--- config.mk ---
export PLATFORM = sky130hd
export DESIGN_NAME = romXsumCheck
export DESIGN_NICKNAME = d
export VERILOG_FILES = /design/src/rtl/xsum_pkg.sv /design/src/rtl/xsumDatapath.sv /design/src/rtl/xsumControl.sv /design/src/rtl/romXsumCheck.sv
export SDC_FILE = /design/constraint.sdc
export NUM_CORES = 1
export LEC_CHECK = 0
export CORE_UTILIZATION = 54
export DETAILED_ROUTE_END_ITERATION = 12
export GPL_TIMING_DRIVEN = 0
export PLACE_DENSITY = 0.82
export RECOVER_POWER = 50
export SLEW_MARGIN = 20
export SYNTH_ARGS = -nofsm -noshare
export SYNTH_HDL_FRONTEND = slang
export SYNTH_SLANG_ARGS = --single-unit
--- constraint.sdc ---
create_clock -name clk -period 3.8 [get_ports clk]
set_input_delay 0.76 -clock clk [delete_from_list [all_inputs] [get_ports clk]]
set_output_delay 0.76 -clock clk [all_outputs]
set_load 0.02 [all_outputs]
--- src/rtl/xsum_pkg.sv ---
package xsum_pkg;

  typedef enum logic [1:0] {
    SEQ_IDLE  = 2'd0,
    SEQ_WALK  = 2'd1,
    SEQ_DRAIN = 2'd2,
    SEQ_CHECK = 2'd3
  } seqState_e;

  // Strobes from control to datapath
  typedef struct packed {
    logic clearAll;   // reset address, sum and read pipeline
    logic issueRead;  // drive current address and bank enable this cycle
  } seqStrobes_t;

endpackage

--- src/rtl/xsumDatapath.sv ---
module xsumDatapath
  import xsum_pkg::*;
#(
  parameter int ADDR_W = 7,
  parameter int DATA_W = 8,
  parameter int SEL_W  = 2
) (
  input  logic                      clk,
  input  logic                      rst,
  input  seqStrobes_t               strobes,
  input  logic [DATA_W-1:0]         memData,
  output logic [ADDR_W-1:0]         memAddr,
  output logic [(1 << SEL_W)-1:0]   bankEn,
  output logic                      atLast,
  output logic                      sumMatch
);

  localparam int NUM_BANKS = 1 << SEL_W;
  localparam logic [ADDR_W-1:0] LAST_ADDR = {ADDR_W{1'b1}};

  logic [ADDR_W-1:0] addrReg;
  logic              pendValid;
  logic              pendIsCk;
  logic [DATA_W-1:0] sumReg;
  logic [DATA_W-1:0] expReg;

  assign atLast  = (addrReg == LAST_ADDR);
  assign memAddr = addrReg;

  // Address counter
  always_ff @(posedge clk) begin
    if (rst || strobes.clearAll) begin
      addrReg <= '0;
    end else if (strobes.issueRead && !atLast) begin
      addrReg <= ADDR_W'(addrReg + 1'b1);
    end
  end

  // Read-latency pipeline: data arrives one cycle after the address
  always_ff @(posedge clk) begin
    if (rst || strobes.clearAll) begin
      pendValid <= 1'b0;
      pendIsCk  <= 1'b0;
    end else begin
      pendValid <= strobes.issueRead;
      pendIsCk  <= strobes.issueRead && atLast;
    end
  end

  // Running XOR sum and captured reference byte
  always_ff @(posedge clk) begin
    if (rst || strobes.clearAll) begin
      sumReg <= '0;
      expReg <= '0;
    end else if (pendValid) begin
      if (pendIsCk) begin
        expReg <= memData;
      end else begin
        sumReg <= sumReg ^ memData;
      end
    end
  end

  assign sumMatch = (sumReg == expReg);

  // Bank decode from the upper address bits
  for (genvar b = 0; b < NUM_BANKS; b++) begin : g_bank
    assign bankEn[b] = strobes.issueRead &&
                       (addrReg[ADDR_W-1 -: SEL_W] == SEL_W'(b));

    p_bank_range_r3: assert property (@(posedge clk) disable iff (rst)
      bankEn[b] |-> (memAddr[ADDR_W-1 -: SEL_W] == SEL_W'(b)));
  end

  p_bank_onehot_r3: assert property (@(posedge clk) disable iff (rst)
    $onehot0(bankEn));

  p_bank_idle_r3: assert property (@(posedge clk) disable iff (rst)
    !strobes.issueRead |-> (bankEn == '0));

  p_addr_step_r2: assert property (@(posedge clk) disable iff (rst)
    (strobes.issueRead && !atLast && !strobes.clearAll)
      |=> (memAddr == ADDR_W'($past(memAddr) + 1'b1)));

  p_sum_hold_r5: assert property (@(posedge clk) disable iff (rst)
    (pendValid && pendIsCk && !strobes.clearAll) |=> $stable(sumReg));

endmodule

--- src/rtl/xsumControl.sv ---
module xsumControl
  import xsum_pkg::*;
(
  input  logic        clk,
  input  logic        rst,
  input  logic        startPulse,
  input  logic        atLast,
  input  logic        sumMatch,
  output seqStrobes_t strobes,
  output logic        busy,
  output logic        done,
  output logic        pass,
  output logic        fault
);

  seqState_e state, stateNext;

  always_comb begin
    stateNext        = state;
    strobes.clearAll  = 1'b0;
    strobes.issueRead = 1'b0;
    unique case (state)
      SEQ_IDLE: begin
        if (startPulse) begin
          strobes.clearAll = 1'b1;
          stateNext        = SEQ_WALK;
        end
      end
      SEQ_WALK: begin
        strobes.issueRead = 1'b1;
        if (atLast) stateNext = SEQ_DRAIN;
      end
      SEQ_DRAIN: stateNext = SEQ_CHECK;
      SEQ_CHECK: stateNext = SEQ_IDLE;
      default:   stateNext = SEQ_IDLE;
    endcase
  end

  always_ff @(posedge clk) begin
    if (rst) begin
      state <= SEQ_IDLE;
      done  <= 1'b0;
      pass  <= 1'b0;
      fault <= 1'b0;
    end else begin
      state <= stateNext;
      done  <= (state == SEQ_CHECK);
      if (strobes.clearAll) begin
        pass  <= 1'b0;
        fault <= 1'b0;
      end else if (state == SEQ_CHECK) begin
        pass  <= sumMatch;
        fault <= !sumMatch;
      end
    end
  end

  assign busy = (state != SEQ_IDLE);

  p_done_pulse_r7: assert property (@(posedge clk) disable iff (rst)
    done |=> !done);

  p_done_idle_r7: assert property (@(posedge clk) disable iff (rst)
    done |-> !busy);

  p_verdict_excl_r6: assert property (@(posedge clk) disable iff (rst)
    !(pass && fault));

  p_verdict_on_done_r6: assert property (@(posedge clk) disable iff (rst)
    done |-> (pass != fault));

  p_start_ignored_r8: assert property (@(posedge clk) disable iff (rst)
    (busy && startPulse && state != SEQ_CHECK) |=> busy);

endmodule

--- src/rtl/romXsumCheck.sv ---
module romXsumCheck
  import xsum_pkg::*;
#(
  parameter int ADDR_W = 7,
  parameter int DATA_W = 8,
  parameter int SEL_W  = 2
) (
  input  logic                    clk,
  input  logic                    rst,
  input  logic                    startPulse,
  input  logic [DATA_W-1:0]       memData,
  output logic [ADDR_W-1:0]       memAddr,
  output logic [(1 << SEL_W)-1:0] bankEn,
  output logic                    busy,
  output logic                    done,
  output logic                    pass,
  output logic                    fault
);

  seqStrobes_t strobes;
  logic        atLast;
  logic        sumMatch;

  xsumControl u_ctrl (
    .clk        (clk),
    .rst        (rst),
    .startPulse (startPulse),
    .atLast     (atLast),
    .sumMatch   (sumMatch),
    .strobes    (strobes),
    .busy       (busy),
    .done       (done),
    .pass       (pass),
    .fault      (fault)
  );

  xsumDatapath #(
    .ADDR_W (ADDR_W),
    .DATA_W (DATA_W),
    .SEL_W  (SEL_W)
  ) u_dp (
    .clk      (clk),
    .rst      (rst),
    .strobes  (strobes),
    .memData  (memData),
    .memAddr  (memAddr),
    .bankEn   (bankEn),
    .atLast   (atLast),
    .sumMatch (sumMatch)
  );

endmodule

-- Word level (Yosys, flattened, before mapping)
Cells that the tools add are included.
- bits in registers: 30
- input bits: 11
- logic and storage cells: 44
- add/subtract/negate cells: 1
- eq/ne operators: 10
- mux-type cells: 6
- bitwise gates (word level): 2
- reductions and logical operators: 16
- operator list (cell ; count):
    2-bit equality test, second input constant ; 4
    8-bit equality test ; 1
    2-bit one-hot mux with 4 select lines ; 1
    8-bit XOR ; 1
    7-bit by 1-bit adder with 7-bit output, second input constant ; 1
    7-bit equality test, second input constant ; 1
    1-bit logical AND ; 6
    2-bit AND reduction ; 3
    2-bit by 1-bit equality test with 1-bit output, second input constant ; 2
    2-bit logical NOT ; 2
    2-bit two-way mux ; 2
    1-bit two-way mux ; 3
    1-bit logical NOT ; 2
    2-bit by 1-bit != test with 1-bit output, second input constant ; 1
    2-bit != test, second input constant ; 1
    2-bit nonzero test ; 1
    2-bit OR reduction ; 1
    1-bit logical OR ; 1
    1-bit inverter ; 1

-- Depth between registers and ports, before layout
Gate-level depths: netlist of run 1.
- word-level depth: 3
- mapped depth: 6

-- Cells and area by module
From an unflattened synthesis of run 1, not the netlist that was laid out.
- cell total of the unflattened synthesis: 155
- area total of the unflattened synthesis: 1392.6 um^2
- by module, submodules not included (module ; instances ; cells an instance ; area an instance (um^2) ; sequential area each (um^2)):
    xsumDatapath ; 1 ; 127 ; 1117.3 ; 500.5
    xsumControl ; 1 ; 28 ; 275.3 ; 100.1

-- Least setup slack after synthesis of run 1
OpenSTA, ideal clock, no wires.
- kind: flip-flop to output port
- start point: reg u_ctrl.state[1]
- end point: out bankEn[0]
- arrival: 1401 ps
- required time: 3040 ps
- slack: 1639 ps
- stages on the path, launching flop included: 5
- cell sequence: dfxtp_1 > inv_1 > ha_1 > buf_2 > nor3b_1
- RTL lines (what ; line ; text):
    start, declared ; xsumControl.sv:16 ; seqState_e state, stateNext;
    start signal, assigned ; xsumControl.sv:46 ; state <= stateNext;
    end, declared ; romXsumCheck.sv:13 ; output logic [(1 << SEL_W)-1:0] bankEn,

==> results.sh, run 1 <==
export IMPL_status="finished, final reports clean"
export IMPL_min_path_cells=2
export IMPL_max_slew_margin_pct=63.6
export IMPL_wl_per_cell_um=12.5
export IMPL_syn_instance_count=157
export IMPL_clkSinkCount=30
export IMPL_rr_startpoint="u_ctrl.state[1]"
export IMPL_dieArea_um2=2790
export IMPL_synth_xor_area_share_pct=11.3
export IMPL_final_cell_mix="30 x dfxtp_1, 23 x clkdlybuf4s50_1, 21 x nand2_1, 16 x nor2_1, 13 x nand3_1"
export IMPL_post_layout_nonfiller_instances=220
export IMPL_place_area_um2=1680
export IMPL_grt_max_degree=11
export IMPL_grt_pass1_wl_um=4420
export IMPL_maxSlewViolCount=0
export IMPL_dieWidth_um=52.8
export IMPL_yosysSeqAreaShare_pct=43.1
export IMPL_cp_slowest_cell="clkdlybuf4s50_1"
export IMPL_cp_start_kind="flop"
export IMPL_yosys_area_share_simple_pct=23.9
export IMPL_final_common_cell="dfxtp_1"
export IMPL_area_growth_pct=23.3
export IMPL_design_core_area_um2=2450
export IMPL_rr_worst_depth=6
export IMPL_cts_tree="built"
export IMPL_start_util_pct=56.8
export IMPL_setup_tns_ns=0
export IMPL_n_fill_cell=206
export IMPL_grt_pass1_vias=1015
export IMPL_synthAdderAreaFrac_pct=5.39
export IMPL_whs_endpoint="u_dp.expReg[0]"
export IMPL_cts_repair_resized=0
export IMPL_cts_max_level=2
export IMPL_ys_types=34
export IMPL_io_pins=26
export IMPL_dpl_hpwl_um=2020
export IMPL_power_density_nw_per_um2=482
export IMPL_cts_root_buf="clkbuf_4"
export IMPL_cts_setup_buffers=0
export IMPL_via_per_inst=5.30
export IMPL_setup_viol=0
export IMPL_antennaDiodeCount=0
export IMPL_max_freq_mhz=349
export IMPL_synth_top_area_share_pct=43.1
export IMPL_skew_ns=0.00373
export IMPL_post_synth_top_area_cell="dfxtp_1"
export IMPL_drv_cap=0
export IMPL_worstPathMaxFanout=10
export IMPL_min_period_ns=2.86
export IMPL_finalHoldViolations=0
export IMPL_fp_dieH_um=52.8
export IMPL_cts_clk_slew_worst_paths_ns=0.09
export IMPL_finalCritPeriodShare_pct=75.3
export IMPL_ys_ff_latch=30
export IMPL_ir_drop_mv=0.347
export IMPL_synth_compound_area_share_pct=12.3
export IMPL_rrSetupSlack_ns=2.00
export IMPL_drtIter0Drc=13
export IMPL_insertion_delay_ns=0.32
export IMPL_num_vias=1165
export IMPL_gr_total_overflow=0
export IMPL_fin_ws_ns=0.939
export IMPL_worst_slew_pin_transition_ns=0.546
export IMPL_antenna_found_initial=0
export IMPL_path_class="flop to output pin"
export IMPL_cts_max_path_buffers=2
export IMPL_postCtsHoldBufs=0
export IMPL_numPlacedInstances=212
export IMPL_drcViolationCount=0
export IMPL_power_leakage_nw=0.655
export IMPL_drtAntennaViolNets=0
export IMPL_arrival_ns=2.10
export IMPL_cp_slowest_stage_delay_ns=0.63
export IMPL_syn_nets=174
export IMPL_crit_chain="inv_1 -> ha_1 -> buf_2 -> nor3b_1 -> clkdlybuf4s50_1"
export IMPL_synth_area_top_cells="dfxtp_1 43%, nand2_1 5.7%, xnor2_1 5.7%"
export IMPL_port_buffers=25
export IMPL_rsz0062_at_grt="no"
export IMPL_fin_area_um2=1720
export IMPL_fin_nets=206
export IMPL_synth_avg_cell_area_um2=8.88
export IMPL_drive_above_1_share_pct=7.89
export IMPL_wirelength_um=2740
export IMPL_preCtsSetupSlack_ns=1.22
export IMPL_synthesis_area_um2=1390
export IMPL_rows=18
export IMPL_worstSetupEndpointType="output pin"
export IMPL_hp_start="u_dp.expReg[0]"
export IMPL_cts_buffers_inserted=5
export IMPL_routabilityCongestion=0.750
export IMPL_worst_r2r_endpoint="u_ctrl.state[1]"
export IMPL_muxShareOfSynthArea_pct=0.718
export IMPL_synth_top_family_by_area="simple AND/OR/NAND/NOR gates"
export IMPL_drt_pass1_iter_count=4
export IMPL_grt_usage_pct=22.6
export IMPL_worstPathRequired_ns=3.04
export IMPL_yosys_warnings=0
export IMPL_hold_class="flop to flop"
==> power by group <==
part | total [mW] | switching (mW) | leakage [nW] | internal (mW)
logic | 0.273 | 0.156 | 0.377 | 0.117
registers | 0.362 | 0.0228 | 0.242 | 0.339
clock network | 0.193 | 0.104 | 0.0353 | 0.0896
==> state kept, by name, summed over array words and instances (netlist names) <==
name and count:
u_dp.memAddr 7, u_ctrl.done 1, u_ctrl.fault 1, u_ctrl.state 2, u_dp.expReg 8, u_dp.pendValid 1, u_dp.sumReg 8, u_ctrl.pass 1
u_dp.pendIsCk 1
==> synthesized netlist by cell type <==
| cell | count |
|---|---|
| nand3_1 | 13 |
| o211ai_1 | 1 |
| nand4_1 | 1 |
| nor3_2 | 1 |
| xor2_1 | 9 |
| clkbuf_1 | 3 |
| and3_1 | 1 |
| a21boi_1 | 1 |
| nor2_1 | 16 |
| a21o_1 | 1 |
| o2111a_1 | 1 |
| nor2b_1 | 4 |
| a211oi_2 | 1 |
| o21a_1 | 1 |
| nand2_1 | 21 |
| dfxtp_1 | 30 |
| inv_1 | 4 |
| and4_1 | 1 |
| and4_2 | 2 |
| or3_1 | 1 |
| buf_2 | 4 |
| a31oi_1 | 1 |
| nand4_2 | 1 |
| a21oi_1 | 12 |
| a221oi_4 | 1 |
| and3b_1 | 1 |
| and2_1 | 2 |
| xnor2_1 | 9 |
| nor3_1 | 1 |
| o211a_1 | 1 |
| nor3b_1 | 1 |
| ha_1 | 6 |
| o21ai_0 | 3 |
| mux2i_1 | 1 |
==> how the worst max path moves through the flow <==
stage | startpoint | end | slack (ns) | cells past startpoint
after floorplan | u_ctrl.state[1] | bankEn[0] | 1.64 | 4
after global placement | u_ctrl.state[1] | bankEn[0] | 1.25 | 5
after detailed placement | u_ctrl.state[1] | bankEn[0] | 1.22 | 5
after CTS | u_ctrl.state[1] | bankEn[0] | 0.86 | 5
after global routing | u_ctrl.state[1] | bankEn[0] | 0.82 | 5
final | u_ctrl.state[1] | bankEn[0] | 0.94 | 5
==> kinds of logic (layout without fill, tap and decap cells) <==
group / Yosys count / count (layout)
simple gates: 67 / 67
flops: 30 / 30
compound gates: 24 / 24
xor+xnor: 18 / 18
buf+inv: 11 / 44
fa+ha+maj: 6 / 6
mux: 1 / 1
==> metrics by stage <==
stage | utilization [%] | power [mW] | hold WS (ns)
global route | 70.0 | 0.882 | 0.493
detailed placement | 68.5 | 0.661 | 0.462
global placement | 68.5 | 0.650 | 0.456
finish | 70.0 | 0.828 | 0.478
floorplan | - | 0.568 | 0.449
CTS | 70.9 | 0.853 | 0.475
==> worst max-delay path, delay by kind of cell (launching register included) <==
kind	cells	cell delay, ns
buffers and inverters	3	0.97
flip-flops	1	0.36
adder cells (fa/ha/maj)	1	0.26
AND/OR/NAND/NOR	1	0.19
==> final cells by class <==
type                    instances  area, um^2  share of cell area, %
flip-flops and latches         30         601                   34.9
repair buffers                 25         250                   14.6
multi-input cells             116         724                   42.1
clock inverters                 1        5.00                  0.291
well taps                      30        37.5                   2.18
plain buffers                   7        31.3                   1.82
inverters                       4        15.0                  0.873
clock buffers                   7        55.1                   3.20
==> routing by layer <==
layer  wire (um)  GRT usage, %  share of wire (%)
met5           0             0                  0
met4          31          10.1                1.1
met1        1250          28.7                 46
met2        1350          34.8                 49
met3         104          6.96                3.8
Power figures use the tool's default switching activity.
==> run 2, diff against run 1 <==
Settings changed: CORE_UTILIZATION 54 to 51, PLACE_DENSITY 0.82 to 0.78.
Clock period 3.8 ns to 2.85 ns, I/O delays scaled along.
==> run 2 against run 1 <==
  * Combinational power grew 36%
  * Count of clock-buffer cells in the layout unchanged
  * Design area about the same
  * Non-clock buffer count unchanged
  * Largest cell class unchanged
  * Critical path type unchanged
  * Routed wire length decreased by 2.2%
==> results.sh, run 2 (synthesis gave the netlist of run 1 again) <==
export IMPL_preCtsSetupSlack_ns=0.458
export IMPL_cts_repair_resized=0
export IMPL_worst_slew_pin_transition_ns=0.588
export IMPL_design_core_area_um2=2520
export IMPL_io_pins=26
export IMPL_final_common_cell="dfxtp_1"
export IMPL_cts_setup_buffers=0
export IMPL_wl_per_cell_um=12.2
export IMPL_antennaDiodeCount=0
export IMPL_worstPathRequired_ns=2.28
export IMPL_rows=18
export IMPL_intPower_mw=0.729
export IMPL_final_cell_mix="30 x dfxtp_1, 24 x clkdlybuf4s50_1, 21 x nand2_1, 16 x nor2_1, 13 x nand3_1"
export IMPL_crit_family="buffers and inverters"
export IMPL_via_per_inst=5.31
export IMPL_cts_root_buf="clkbuf_4"
export IMPL_setup_tns_ns=0
export IMPL_path_class="flop to output pin"
export IMPL_fp_dieH_um=54.3
export IMPL_port_buffers=25
export IMPL_num_vias=1169
export IMPL_min_period_ns=2.63
export IMPL_drt_pass1_iter_count=4
export IMPL_routabilityCongestion=0.785
export IMPL_cp_start_kind="flop"
export IMPL_worstPathMaxFanout=10
export IMPL_insertion_delay_ns=0.31
export IMPL_drtAntennaViolNets=0
export IMPL_gr_total_overflow=0
export IMPL_power_switching_share_pct=34.5
export IMPL_wirelength_um=2680
export IMPL_cp_slowest_cell="clkdlybuf4s50_1"
export IMPL_area_growth_pct=23.4
export IMPL_skew_ns=0.00218
export IMPL_drcViolationCount=0
export IMPL_dieArea_um2=2950
export IMPL_power_leakage_nw=0.645
export IMPL_maxSlewViolCount=0
export IMPL_worst_path_buf_inv=3
export IMPL_finalCritPeriodShare_pct=92.1
export IMPL_postCtsHoldBufs=0
export IMPL_cts_buffers_inserted=5
export IMPL_drtIter0Drc=34
export IMPL_grt_usage_pct=19.8
export IMPL_cp_slowest_stage_delay_ns=0.63
export IMPL_start_util_pct=55.3
export IMPL_dieWidth_um=54.3
export IMPL_arrival_ns=2.06
export IMPL_ir_drop_mv=0.531
export IMPL_hold_class="flop to flop"
export IMPL_cts_max_level=2
export IMPL_combPwrFrac_pct=33.3
export IMPL_cts_max_path_buffers=2
export IMPL_drv_cap=0
export IMPL_cts_tree="built"
export IMPL_grt_pass1_wl_um=4120
export IMPL_pwr_share_clk_pct=23.4
export IMPL_drive_above_1_share_pct=8.42
export IMPL_rrSetupSlack_ns=1.03
export IMPL_power_frac_seq_pct=43.2
export IMPL_grt_pass1_vias=994
export IMPL_antenna_found_initial=0
export IMPL_fin_ws_ns=0.224
export IMPL_rsz0062_at_grt="no"
export IMPL_max_freq_mhz=381
export IMPL_setup_viol=0
export IMPL_power_density_nw_per_um2=646
export IMPL_status="finished, final reports clean"
export IMPL_crit_chain="inv_1 -> ha_2 -> buf_2 -> nor3b_1 -> clkdlybuf4s50_1"
export IMPL_dpl_hpwl_um=1900
export IMPL_grt_max_degree=11
export IMPL_worstSetupEndpointType="output pin"
export IMPL_max_slew_margin_pct=60.8
export IMPL_p_switching_mw=0.383
export IMPL_fin_nets=206
export IMPL_clkSinkCount=30
export IMPL_finalHoldViolations=0
export IMPL_cts_clk_slew_worst_paths_ns=0.09
run 2: routing by layer:
layer  vias up  wire length, um  GRT usage (%)  part of all wire (%)
met1       535             1260           24.0                    47
met3         4              150           6.11                   5.6
met5         -                0              0                     0
li1        595                -              -                     -
met4         0               21           5.56                  0.78
met2        35             1240           33.5                    46
run 2: worst paths after layout:
| path | start | endpoint | cells past startpoint |
|---|---|---|---|
| worst max-delay path | u_ctrl.state[1] | bankEn[0] | 5 |
| worst max register to register | u_dp.memAddr[0] | u_ctrl.state[1] | 5 |
| worst min-delay path | u_dp.expReg[6] | u_dp.expReg[6] | 2 |
| worst min register to register | u_dp.expReg[6] | u_dp.expReg[6] | 2 |
run 2: metrics by stage:
stage          instance area, um^2  util [%]  total power, mW  std cells  hold WS (ns)
4_1_cts                       1740      69.0             1.14        220         0.472
3_5_place_dp                  1680      66.7            0.882        212         0.459
3_3_place_gp                  1680      66.7            0.868        212         0.454
5_1_grt                       1720      68.2             1.17        220         0.490
2_1_floorplan                 1390         -            0.758        157         0.449
6_report                      1720      68.2             1.11        220         0.472
run 2: worst register-to-register path, delay by kind of cell (launching register included):
kind	cells	cell delay (ns)
AO/OA/AOI/OAI	1	0.57
adder cells (fa/ha/maj)	1	0.24
flip-flops	1	0.39
multiplexers	1	0.25
AND/OR/NAND/NOR	2	0.25
run 2: final cells by class:
type                    count  area [um^2]
fillers                   214          802
plain buffers               7         31.3
multi-input cells         116          726
flip-flops and latches     30          601
inverters                   4         15.0
well taps                  30         37.5
clock buffers               7         55.1
clock inverters             1         5.00
repair buffers             25          250
run 2: power groups by stage:
stage	Clock, mW	Combinational, mW	Sequential, mW
finish	0.261	0.370	0.481
global route	0.283	0.407	0.485
CTS	0.264	0.395	0.481
detailed placement	0	0.391	0.491
global placement	0	0.380	0.488
floorplan	0	0.262	0.496
